### src/rtl/lpseq_pkg.sv
package lpseq_pkg;
    typedef enum logic [1:0] {
        ST_IDLE  = 2'd0,
        ST_FETCH = 2'd1,
        ST_WAIT  = 2'd2,
        ST_DONE  = 2'd3
    } seq_state_t;

    localparam logic [7:0] SEQ_END_CODE = 8'h0F;
endpackage

### src/rtl/lpseq_progmem.sv
module lpseq_progmem #(
    parameter int unsigned WORDS    = 32,
    parameter int unsigned DATA_W   = 32,
    parameter int unsigned CMD_W    = 8,
    parameter logic [7:0]  END_CODE = 8'h0F,
    localparam int unsigned LANES  = DATA_W / CMD_W,
    localparam int unsigned IDX_W  = $clog2(WORDS),
    localparam int unsigned LANE_W = $clog2(LANES),
    localparam int unsigned PTR_W  = IDX_W + LANE_W
) (
    input  logic              clk,
    input  logic              rst_n,
    input  logic              wr_en,
    input  logic [IDX_W-1:0]  wr_idx,
    input  logic [DATA_W-1:0] wr_data,
    input  logic [IDX_W-1:0]  rd_idx,
    output logic [DATA_W-1:0] rd_data,
    input  logic [PTR_W-1:0]  fetch_ptr,
    output logic [CMD_W-1:0]  fetch_byte
);
    localparam logic [DATA_W-1:0] FILL = {LANES{END_CODE[CMD_W-1:0]}};

    logic [DATA_W-1:0] mem_q [WORDS];
    logic [DATA_W-1:0] fetch_word;

    for (genvar w = 0; w < WORDS; w++) begin : g_word
        localparam logic [IDX_W-1:0] WI = IDX_W'(w);
        always_ff @(posedge clk or negedge rst_n) begin
            if (!rst_n)
                mem_q[w] <= FILL;
            else if (wr_en && wr_idx == WI)
                mem_q[w] <= wr_data;
        end
    end

    assign rd_data    = mem_q[rd_idx];
    assign fetch_word = mem_q[fetch_ptr[PTR_W-1:LANE_W]];
    assign fetch_byte = fetch_word[fetch_ptr[LANE_W-1:0]*CMD_W +: CMD_W];
endmodule

### src/rtl/lpseq_ctrlreg.sv
module lpseq_ctrlreg #(
    parameter int unsigned DATA_W  = 32,
    parameter int unsigned PTR_LSB = 4,
    parameter int unsigned PTR_W   = 7
) (
    input  logic              clk,
    input  logic              rst_n,
    input  logic              wr_en,
    input  logic [DATA_W-1:0] wr_data,
    input  logic              clr_ptr,
    output logic [DATA_W-1:0] ctrl_q
);
    always_ff @(posedge clk or negedge rst_n) begin
        if (!rst_n)
            ctrl_q <= '0;
        else if (wr_en)
            ctrl_q <= wr_data;
        else if (clr_ptr)
            ctrl_q[PTR_LSB +: PTR_W] <= '0;
    end
endmodule

### src/rtl/lpseq_fsm.sv
module lpseq_fsm
    import lpseq_pkg::*;
#(
    parameter int unsigned PTR_W    = 7,
    parameter int unsigned CMD_W    = 8,
    parameter logic [7:0]  END_CODE = SEQ_END_CODE,
    localparam int unsigned CTL_W = CMD_W - 1
) (
    input  logic             clk,
    input  logic             rst_n,
    input  logic             start_ok,
    input  logic [PTR_W-1:0] start_ptr,
    output logic [PTR_W-1:0] fetch_ptr,
    input  logic [CMD_W-1:0] fetch_byte,
    output logic [CTL_W-1:0] ctl_out,
    output logic             busy,
    output logic             done,
    output logic             clr_ptr
);
    localparam logic [PTR_W-1:0] LAST_PTR = '1;

    seq_state_t       state_q, state_d;
    logic [PTR_W-1:0] pc_q;
    logic [CTL_W-1:0] cnt_q;
    logic [CTL_W-1:0] ctl_q;
    logic             is_end;
    logic             is_wait;

    assign is_end  = (pc_q == LAST_PTR) || (fetch_byte == END_CODE[CMD_W-1:0]);
    assign is_wait = fetch_byte[CMD_W-1];

    always_comb begin
        state_d = state_q;
        unique case (state_q)
            ST_IDLE:  if (start_ok) state_d = ST_FETCH;
            ST_FETCH: begin
                if (is_end)       state_d = ST_DONE;
                else if (is_wait) state_d = ST_WAIT;
            end
            ST_WAIT:  if (cnt_q == '0) state_d = ST_FETCH;
            ST_DONE:  state_d = ST_IDLE;
            default:  state_d = ST_IDLE;
        endcase
    end

    always_ff @(posedge clk or negedge rst_n) begin
        if (!rst_n) begin
            state_q <= ST_IDLE;
            pc_q    <= '0;
            cnt_q   <= '0;
        end else begin
            state_q <= state_d;
            if (state_q == ST_IDLE && start_ok)
                pc_q <= start_ptr;
            else if (state_q == ST_FETCH && !is_end) begin
                pc_q <= pc_q + 1'b1;
                if (is_wait)
                    cnt_q <= fetch_byte[CTL_W-1:0];
            end else if (state_q == ST_WAIT && cnt_q != '0)
                cnt_q <= cnt_q - 1'b1;
        end
    end

    always_ff @(posedge clk or negedge rst_n) begin
        if (!rst_n)
            ctl_q <= '0;
        else if (state_q == ST_FETCH && !is_end && !is_wait)
            ctl_q <= fetch_byte[CTL_W-1:0];
    end

    assign fetch_ptr = pc_q;
    assign ctl_out   = ctl_q;
    assign busy      = (state_q == ST_FETCH) || (state_q == ST_WAIT);
    assign done      = (state_q == ST_DONE);
    assign clr_ptr   = (state_q == ST_FETCH) && is_end;
endmodule

### src/rtl/lpseq_engine.sv
module lpseq_engine #(
    parameter int unsigned PROG_WORDS = 32,
    parameter int unsigned DATA_W     = 32,
    parameter int unsigned CMD_W      = 8,
    parameter int unsigned ADDR_W     = 8,
    parameter int unsigned PTR_LSB    = 4,
    parameter logic [ADDR_W-1:0] CTRL_OFS = 'h20,
    parameter logic [ADDR_W-1:0] PROG_OFS = 'h80,
    localparam int unsigned CTL_W = CMD_W - 1
) (
    input  logic              clk,
    input  logic              rst_n,
    input  logic [ADDR_W-1:0] reg_addr,
    input  logic [DATA_W-1:0] reg_wdata,
    input  logic              reg_we,
    output logic [DATA_W-1:0] reg_rdata,
    input  logic              sleep_req,
    output logic [CTL_W-1:0]  ctl_out,
    output logic              busy,
    output logic              done
);
    localparam int unsigned IDX_W   = $clog2(PROG_WORDS);
    localparam int unsigned PTR_W   = IDX_W + $clog2(DATA_W / CMD_W);
    localparam int unsigned BSEL_W  = $clog2(DATA_W / 8);
    localparam int unsigned BLK_LSB = IDX_W + BSEL_W;

    logic              ctrl_hit, prog_hit;
    logic [IDX_W-1:0]  word_idx;
    logic [DATA_W-1:0] ctrl_q, prog_rd;
    logic [PTR_W-1:0]  fetch_ptr;
    logic [CMD_W-1:0]  fetch_byte;
    logic              clr_ptr;

    assign ctrl_hit = (reg_addr == CTRL_OFS);
    assign prog_hit = (reg_addr[ADDR_W-1:BLK_LSB] == PROG_OFS[ADDR_W-1:BLK_LSB])
                   && (reg_addr[BSEL_W-1:0] == '0);
    assign word_idx = reg_addr[BLK_LSB-1:BSEL_W];

    always_comb begin
        if (ctrl_hit)      reg_rdata = ctrl_q;
        else if (prog_hit) reg_rdata = prog_rd;
        else               reg_rdata = '0;
    end

    lpseq_ctrlreg #(.DATA_W(DATA_W), .PTR_LSB(PTR_LSB), .PTR_W(PTR_W)) ctrl_i (
        .clk(clk), .rst_n(rst_n),
        .wr_en(reg_we && ctrl_hit), .wr_data(reg_wdata),
        .clr_ptr(clr_ptr), .ctrl_q(ctrl_q)
    );

    lpseq_progmem #(.WORDS(PROG_WORDS), .DATA_W(DATA_W), .CMD_W(CMD_W)) mem_i (
        .clk(clk), .rst_n(rst_n),
        .wr_en(reg_we && prog_hit), .wr_idx(word_idx), .wr_data(reg_wdata),
        .rd_idx(word_idx), .rd_data(prog_rd),
        .fetch_ptr(fetch_ptr), .fetch_byte(fetch_byte)
    );

    lpseq_fsm #(.PTR_W(PTR_W), .CMD_W(CMD_W)) fsm_i (
        .clk(clk), .rst_n(rst_n),
        .start_ok(sleep_req && ctrl_q[0]),
        .start_ptr(ctrl_q[PTR_LSB +: PTR_W]),
        .fetch_ptr(fetch_ptr), .fetch_byte(fetch_byte),
        .ctl_out(ctl_out), .busy(busy), .done(done), .clr_ptr(clr_ptr)
    );
endmodule

### config.mk
export PLATFORM = sky130hd
export DESIGN_NAME = lpseq_engine
export DESIGN_NICKNAME = d
export VERILOG_FILES = /design/src/rtl/lpseq_pkg.sv /design/src/rtl/lpseq_progmem.sv /design/src/rtl/lpseq_ctrlreg.sv /design/src/rtl/lpseq_fsm.sv /design/src/rtl/lpseq_engine.sv
export SDC_FILE = /design/constraint.sdc
export NUM_CORES = 2
export LEC_CHECK = 0
export BUFFER_PORTS_ARGS = -buffer_cell sky130_fd_sc_hd__buf_2
export CAP_MARGIN = 40
export CORE_UTILIZATION = 24
export CTS_CLUSTER_DIAMETER = 80
export DETAILED_ROUTE_END_ITERATION = 16
export GPL_TIMING_DRIVEN = 0
export PLACE_DENSITY = 0.49
export SETUP_SLACK_MARGIN = 0.5
export SLEW_MARGIN = 25
export SYNTH_ARGS = -nofsm -noshare
export SYNTH_HDL_FRONTEND = slang
export SYNTH_SLANG_ARGS = --single-unit
### constraint.sdc
create_clock -name clk -period 3.8 [get_ports clk]
set_input_delay 0.76 -clock clk [delete_from_list [all_inputs] [get_ports clk]]
set_output_delay 0.76 -clock clk [all_outputs]
set_load 0.05 [all_outputs]
**After elaboration in Yosys (flattened, before gate mapping)**

Cells that the tools add are included.

- Input port bits: 44
- Word-level logic and storage cells: 162
- Latch bits: 0
- Register bits after elaboration: 1079
- RAM bits: 0
- Memory bits (read-only): 0
- Memories: 0
- Output and inout port bits: 41

- $lt $le $gt $ge: 2
- Shift-type cells: 1
- Reduce and logical (&&, ||, !) cells: 55
- Multipliers: 0
- Bitwise gates (word level): 3
- Div/mod/pow operators: 0
- Muxes and demuxes: 20
- Eq/ne operators: 41
- Add/subtract/negate cells: 2

Operators with widths:

| kind | number |
|---|---|
| $bmux 32 s5 | 2 |
| $mux 32 | 6 |
| $eq 5x5->1 const B | 16 |
| $mux 7 | 7 |
| $logic_and 1x1->1 | 41 |
| $eq 5x4->1 const B | 8 |
| $shiftx 32x6->8 | 1 |
| $eq 5x3->1 const B | 4 |
| $ge 6x6->1 const B | 2 |
| $not 5->6 | 2 |
| $eq 5x2->1 const B | 2 |
| $eq 8x4->1 const B | 1 |
| $eq 8x6->1 const B | 1 |
| $mux 2 | 4 |
| $pmux 2 s4 | 1 |
| $add 7x1->7 const B | 1 |
| $eq 7x7->1 const B | 1 |
| $logic_not 7->1 | 1 |
| $reduce_bool 7->1 | 1 |
| $sub 7x1->7 const B | 1 |
| $ne 2x1->1 const B | 3 |
| $reduce_and 3->1 | 2 |
| $reduce_bool 2->1 | 3 |
| $eq 5x1->1 const B | 1 |
| 8 further kinds | 12 |

**Logic depth before layout (Yosys ltp)**

- Word-level depth: 11
- Depth in mapped cells: 18
- Depth with buffers taken out: 9

**By module**

Synthesis repeated with hierarchy kept, for this count alone.

- Cell total of the unflattened synthesis: 3464
- Area, all modules: 58234.6 µm²

By module, submodules not included:

| module | cells each | area each (µm²) | seq. area each (µm²) | instances |
|---|---|---|---|---|
| lpseq_progmem | 3141 | 54627.4 | 26265.2 | 1 |
| lpseq_fsm | 139 | 1432.6 | 575.6 | 1 |
| lpseq_ctrlreg | 69 | 1281.2 | 800.8 | 1 |
| lpseq_engine | 115 | 893.4 | 0.0 | 1 |

**Worst setup path before layout**

No wires, ideal clock.

- Path type: input to output
- From: input port reg_addr[2]
- To: output port reg_rdata[10]
- Path slack: -0.559 ns
- Arrival time: 3.599 ns
- Cell stages on the path: 7
- Buffers on the path: 3
- Required time: 3.040 ns
- Cells stage by stage: clkbuf_1 clkbuf_1 buf_1 mux4_2 mux4_2 mux2i_1 o21ai_0

- Word-level cells in the longest chain between the ends: 6
- Elaborated cells on any way between the ends: 7
- Classes of those cells: eq/ne: 1; mux: 5; bitwise: 1

Ends and longest elaborated chain:

| what | line | RTL |
|---|---|---|
| start, declared | lpseq_engine.sv:13 | `input logic [ADDR_W-1:0] reg_addr,` |
| $not 5->6 (not written as such) | lpseq_progmem.sv:36 | `assign rd_data = mem_q[rd_idx];` |
| $bmux 32 s5 | lpseq_progmem.sv:36 |  |
| $mux 32 (not written as such) (2 in series) | lpseq_progmem.sv:36 |  |
| $mux 32 | lpseq_engine.sv:41 | `else if (prog_hit) reg_rdata = prog_rd;` |
| $mux 32 * | lpseq_engine.sv:40 | `if (ctrl_hit) reg_rdata = ctrl_q;` |
| end, declared | lpseq_engine.sv:16 | `output logic [DATA_W-1:0] reg_rdata,` |

Mark *: on every way between the ends. The rest lies on a longest branch, timed or not. The select of a mux whose other input is x is not followed.

**Worst setup path in the final report**

- From: register fsm_i.pc_q[3], in the netlist fsm_i.fetch_ptr[3]
- To: register fsm_i.cnt_q[5]

- Word-level cells in the longest chain between the ends: 11
- Elaborated cells on any way between the ends: 15
- Classes of those cells: eq/ne: 3; shift: 1; mux: 5; bitwise: 1; reduce/logical: 5

Ends and longest elaborated chain:

| what | line | RTL |
|---|---|---|
| start, declared | lpseq_fsm.sv:23 | `logic [PTR_W-1:0] pc_q;` |
| start signal, assigned | lpseq_fsm.sv:54 | `pc_q <= start_ptr;` |
| start signal, assigned | lpseq_fsm.sv:56 | `pc_q <= pc_q + 1'b1;` |
| $not 5->6 (not written as such) | lpseq_progmem.sv:37 | `assign fetch_word = mem_q[fetch_ptr[PTR_W-1:LANE_W]];` |
| $bmux 32 s5 | lpseq_progmem.sv:37 |  |
| $mux 32 (not written as such) (2 in series) | lpseq_progmem.sv:37 |  |
| $shiftx 32x6->8 | lpseq_progmem.sv:38 | `assign fetch_byte = fetch_word[fetch_ptr[LANE_W-1:0]*CMD_W +: CMD_W];` |
| $eq 8x4->1 | lpseq_fsm.sv:29 | `assign is_end = (pc_q == LAST_PTR) \|\| (fetch_byte == END_CODE[CMD_W-1:0]);` |
| $logic_or 1x1->1 | lpseq_fsm.sv:29 |  |
| $logic_not 1->1 | lpseq_fsm.sv:55 | `else if (state_q == ST_FETCH && !is_end) begin` |
| $logic_and 1x1->1 | lpseq_fsm.sv:55 |  |
| $ne 2x1->1 (no line) / $reduce_bool 2->1 (equally long branches) | - |  |
| $reduce_and 3->1 (no line) | - |  |
| end signal, assigned | lpseq_fsm.sv:58 | `cnt_q <= fetch_byte[CTL_W-1:0];` |
| end signal, assigned | lpseq_fsm.sv:60 | `cnt_q <= cnt_q - 1'b1;` |
| end, declared | lpseq_fsm.sv:24 | `logic [CTL_W-1:0] cnt_q;` |

Several ways; a longest one is shown, not always the timed one. The select of a mux whose other input is x is not followed.
A chain may end at the register's enable or synchronous reset.

==> results.txt <==
- Status: complete, but fails checks
* Violations in the final reports: negative setup slack
- Wire length per cell: 35.0 µm
- The share of total power dissipated in combinational logic is 9.9%.
- The average instance in the mapped netlist occupies 15.3 µm².
- Cell at the slowest stage of the critical path: sky130_fd_sc_hd__o211ai_1
- Delay-heaviest family, CP: compound AO/OA/AOI/OAI gates
* Switching component of the power: 7.30 mW
* Overall global routing resource usage: 21.6%
- The floorplan step defined a core boundary enclosing 0.239 mm².
- Total via count in the routed design: 40,800
- Number of hold violations in the final report: 0
- The top cell types in the final layout, fill and taps aside, are sky130_fd_sc_hd__mux2_2, sky130_fd_sc_hd__dfrtp_1, sky130_fd_sc_hd__mux4_2.
* Share of the synthesized area in compound gates (AO/OA/AOI/OAI): 3.37%
- The first TritonRoute pass finished after 8 iterations.
- The die is 493 µm wide.
- Share of total power in sequential cells: 44.5%
* Min cycle time layout: 4.48 ns
- Cells with a size suffix above 1 make up 68.2% of the layout.
- The area growth from synthesis to layout is 26.5%.
- Setup TNS: -20.26 ns
* Most used flip-flop cell after synthesis: sky130_fd_sc_hd__dfrtp_1
- Total of endpoints with negative setup slack in the final report: 62
* Worst clock skew: 0.0323 ns
- Sw Share: 25.6%
- Start-to-end type of the worst setup path: reg2reg
* Synthesized-area fraction occupied by and/or/nand/nor cells: 2.19%
* Arr. time, crit path: 5.16 ns
* Asr flop ratio synth: 100%
* CP dominant cell by count: sky130_fd_sc_hd__buf_6
- Synthesis produced a netlist with a net count of 3,845.
- Summed instance area of the synthesized netlist: 0.0579 mm²
- Worst-case setup margin in the final layout: -0.680 ns
- Type of destination of the critical path: register
- Final core utilization: 30.7%
- Multiplexer fraction of the synthesized cell area: 43.4%
- First DRT Iteration DRCs: 4,350
* Max-slew violation count: 0
- Number of buffers created by CTS: 131
- The longest clock path from root to sink contains 3 buffers.
* Sequential area share after synthesis: 47.7%
- Detailed placement ended at an HPWL of 188,000 µm.
- Fmax: 223 MHz
* GP Congestion: 0.972
* Startpoint type of the worst setup path: register
- Register clock-pin slew on the reported worst setup and hold paths: 0.06 ns
- TritonCTS built the clock tree.
- Maximum fanout encountered on the critical timing path: 10
* Post-Synth Adder-Cell Area: 0.151%
- 85 I/O pins were placed.
- The synthesized design contains 0 enable-type register cells.
- TritonCTS sink count: 1,079
- In this run the tool buffered the top-level ports with 81 buffer cells.
* Main combinational cell family by area after synthesis: multiplexers
* Maximum Capacitance Violations: 0
* Number of placed cells counting well taps: 7,161
* Worst IR Drop VDD: 0.346 mV
- In this run the core area contains 179 standard-cell rows.
* Vias in the first global route: 40,700
- For this configuration, the core starts out at a cell density of 24.2%.
* DRC violations left: 0
- Portion of total power attributed to the clock network: 45.7%
* Global-route wire length before repair: 360,000 µm
- Most frequent standard cell in the layout excluding fill and tap cells: sky130_fd_sc_hd__mux2_2
- Number of nets at the end of the flow: 4,329
* Unique masters post-synth: 67
* Number of nets with antenna violations after detailed routing: 0
- Data on the critical path is required at its endpoint by 4.48 ns.
- Antenna violations before repair: 36
- Tcrit/Tclk final: 118%
- Actual slew at the worst max-slew pin: 0.994 ns
- Synth Register Bits: 1,079
- Worst rel slew slack: 33.5%
* XOR/XNOR Fraction of Synth Area: 0.0303%
* Clock Latency Late Sink: 0.82 ns
- Static power due to leakage: 30.9 nW
- Cell at the root of the clock tree: sky130_fd_sc_hd__clkbuf_16
- Number of vias per cell: 5.40
- Total of warnings raised by yosys: 0
* Worst hold-check path type: in2reg
- Series of cell instances along the critical path: buf_8 -> buf_8 -> buf_6 -> buf_6 -> mux4_2 -> nand2_1 -> a21oi_1 -> o211ai_1 -> o311ai_4 -> a21oi_1 -> a21bo_1 -> buf_6 -> and2_4 -> buf_6 -> a211o_1
- Summed over all layers, the routed wires come to 265,000 µm.
- Setup repair after global routing could not meet its margin everywhere.
- CTS built an H-tree with a depth of 4.
* Power density over cell area: 388 mW/mm²
- The largest single stage delay on the critical path is 0.81 ns.
* Non-Filler Instances: 7,564
- P_int: 21.2 mW
- Die Height: 493 µm
* Gate Count Post-Synth: 3,794
- Global routing finished with a remaining overflow of 0.
- Combined buffer and inverter count along the critical path: 6
- Entering global routing, the biggest net connects 126 pins.
- Total die area: 0.243 mm²
## state kept, by name (all words and copies together) (netlist names)
register / cells
ctrl_i.ctrl_q: 32
fsm_i.cnt_q: 7
fsm_i.ctl_out: 7
fsm_i.fetch_ptr: 7
fsm_i.state_q: 2
mem_i.mem_q: 1024
## area by class of cell
| type | instances | area, µm² |
|---|---|---|
| Fill cell | 23800 | 166000 |
| Multi-Input combinational cell | 2305 | 29700 |
| Sequential cell | 1079 | 27600 |
| Timing Repair Buffer | 351 | 4060 |
| Tap cell | 3167 | 3960 |
| Clock buffer | 208 | 3910 |
| Buffer | 394 | 3480 |
| Clock inverter | 34 | 439 |
| Inverter | 16 | 60.1 |
| Antenna cell | 10 | 25.0 |
## stage by stage
stage | setup slack (ns) | instance area, µm² | hold slack, ns | power, mW
after floorplan | 0.437 | 58500 | 0.446 | 14.2
after global placement | -22.68 | 62900 | 0.466 | 15.2
after detailed placement | -2.73 | 64800 | 0.464 | 15.3
after CTS | -0.515 | 72700 | 0.219 | 28.6
after global routing | -0.631 | 73200 | 0.280 | 29.3
final | -0.680 | 73200 | 0.291 | 28.4
## worst paths after layout
check | start | end | slack, ns | cells past startpoint
hold reg to reg | ctrl_i.ctrl_q[13] | ctrl_i.ctrl_q[13] | 0.47 | 2
min in group asynchronous | rst_n | mem_i.mem_q[421] | 0.48 | 2
hold / removal | reg_wdata[29] | mem_i.mem_q[957] | 0.29 | 2
setup / recovery | fsm_i.fetch_ptr[3] | fsm_i.cnt_q[5] | -0.68 | 15
max in group asynchronous | rst_n | mem_i.mem_q[892] | 0.83 | 6
setup reg to reg | fsm_i.fetch_ptr[3] | fsm_i.cnt_q[5] | -0.68 | 15
## Yosys cell counts, drive strengths merged (18+ instances only)
cell type / n / share of area (%)
buf: 129 / 1.3
o211ai: 22 / 0.29
o221ai: 23 / 0.35
nand2: 197 / 1.3
a22oi: 21 / 0.28
dfstp: 512 / 23
a22o: 18 / 0.27
nor2: 32 / 0.21
o21ai: 50 / 0.43
mux4: 513 / 20
a2111oi: 23 / 0.37
mux2i: 164 / 2.8
a21oi: 32 / 0.28
clkbuf: 265 / 1.7
dfrtp: 567 / 25
o22ai: 29 / 0.31
mux2: 1057 / 21
## cells by family (layout without fill, tap and decap cells)
| family | count (synthesis) | count (layout) |
|---|---|---|
| buf+inv | 410 | 1003 |
| simple gates | 293 | 293 |
| mux | 1734 | 1734 |
| compound gates | 269 | 269 |
| xor+xnor | 2 | 2 |
| fa+ha+maj | 7 | 7 |
| other cells | 0 | 10 |
| flops | 1079 | 1079 |
## what timing repair did
| item | CTS | global route |
|---|---|---|
| cloned | 7 | 1 |
| pin swaps | 32 | 41 |
| gates resized for setup | 506 | 66 |
| buffers inserted | 113 | 21 |
| hold buffers | 1 | 0 |
| endpoints found under the setup margin | 541 | 237 |
| endpoints found under the hold margin | 43 | 0 |
## power by group through the flow
stage                     combinational, mW  sequential [mW]  clock, mW
after floorplan                        1.51             12.7          0
after global routing                   2.93             12.7       13.6
after global placement                 2.40             12.8          0
after CTS                              2.73             12.6       13.2
final                                  2.80             12.7       13.0
after detailed placement               2.51             12.8          0
## layer usage
| metal | GRT usage, % | routed length (µm) |
|---|---|---|
| met1 | 28.0 | 108000 |
| met2 | 31.7 | 114000 |
| met3 | 5.93 | 23700 |
| met4 | 13.3 | 18700 |
| met5 | 0 | 105 |
Power figures use the tool's default switching activity.
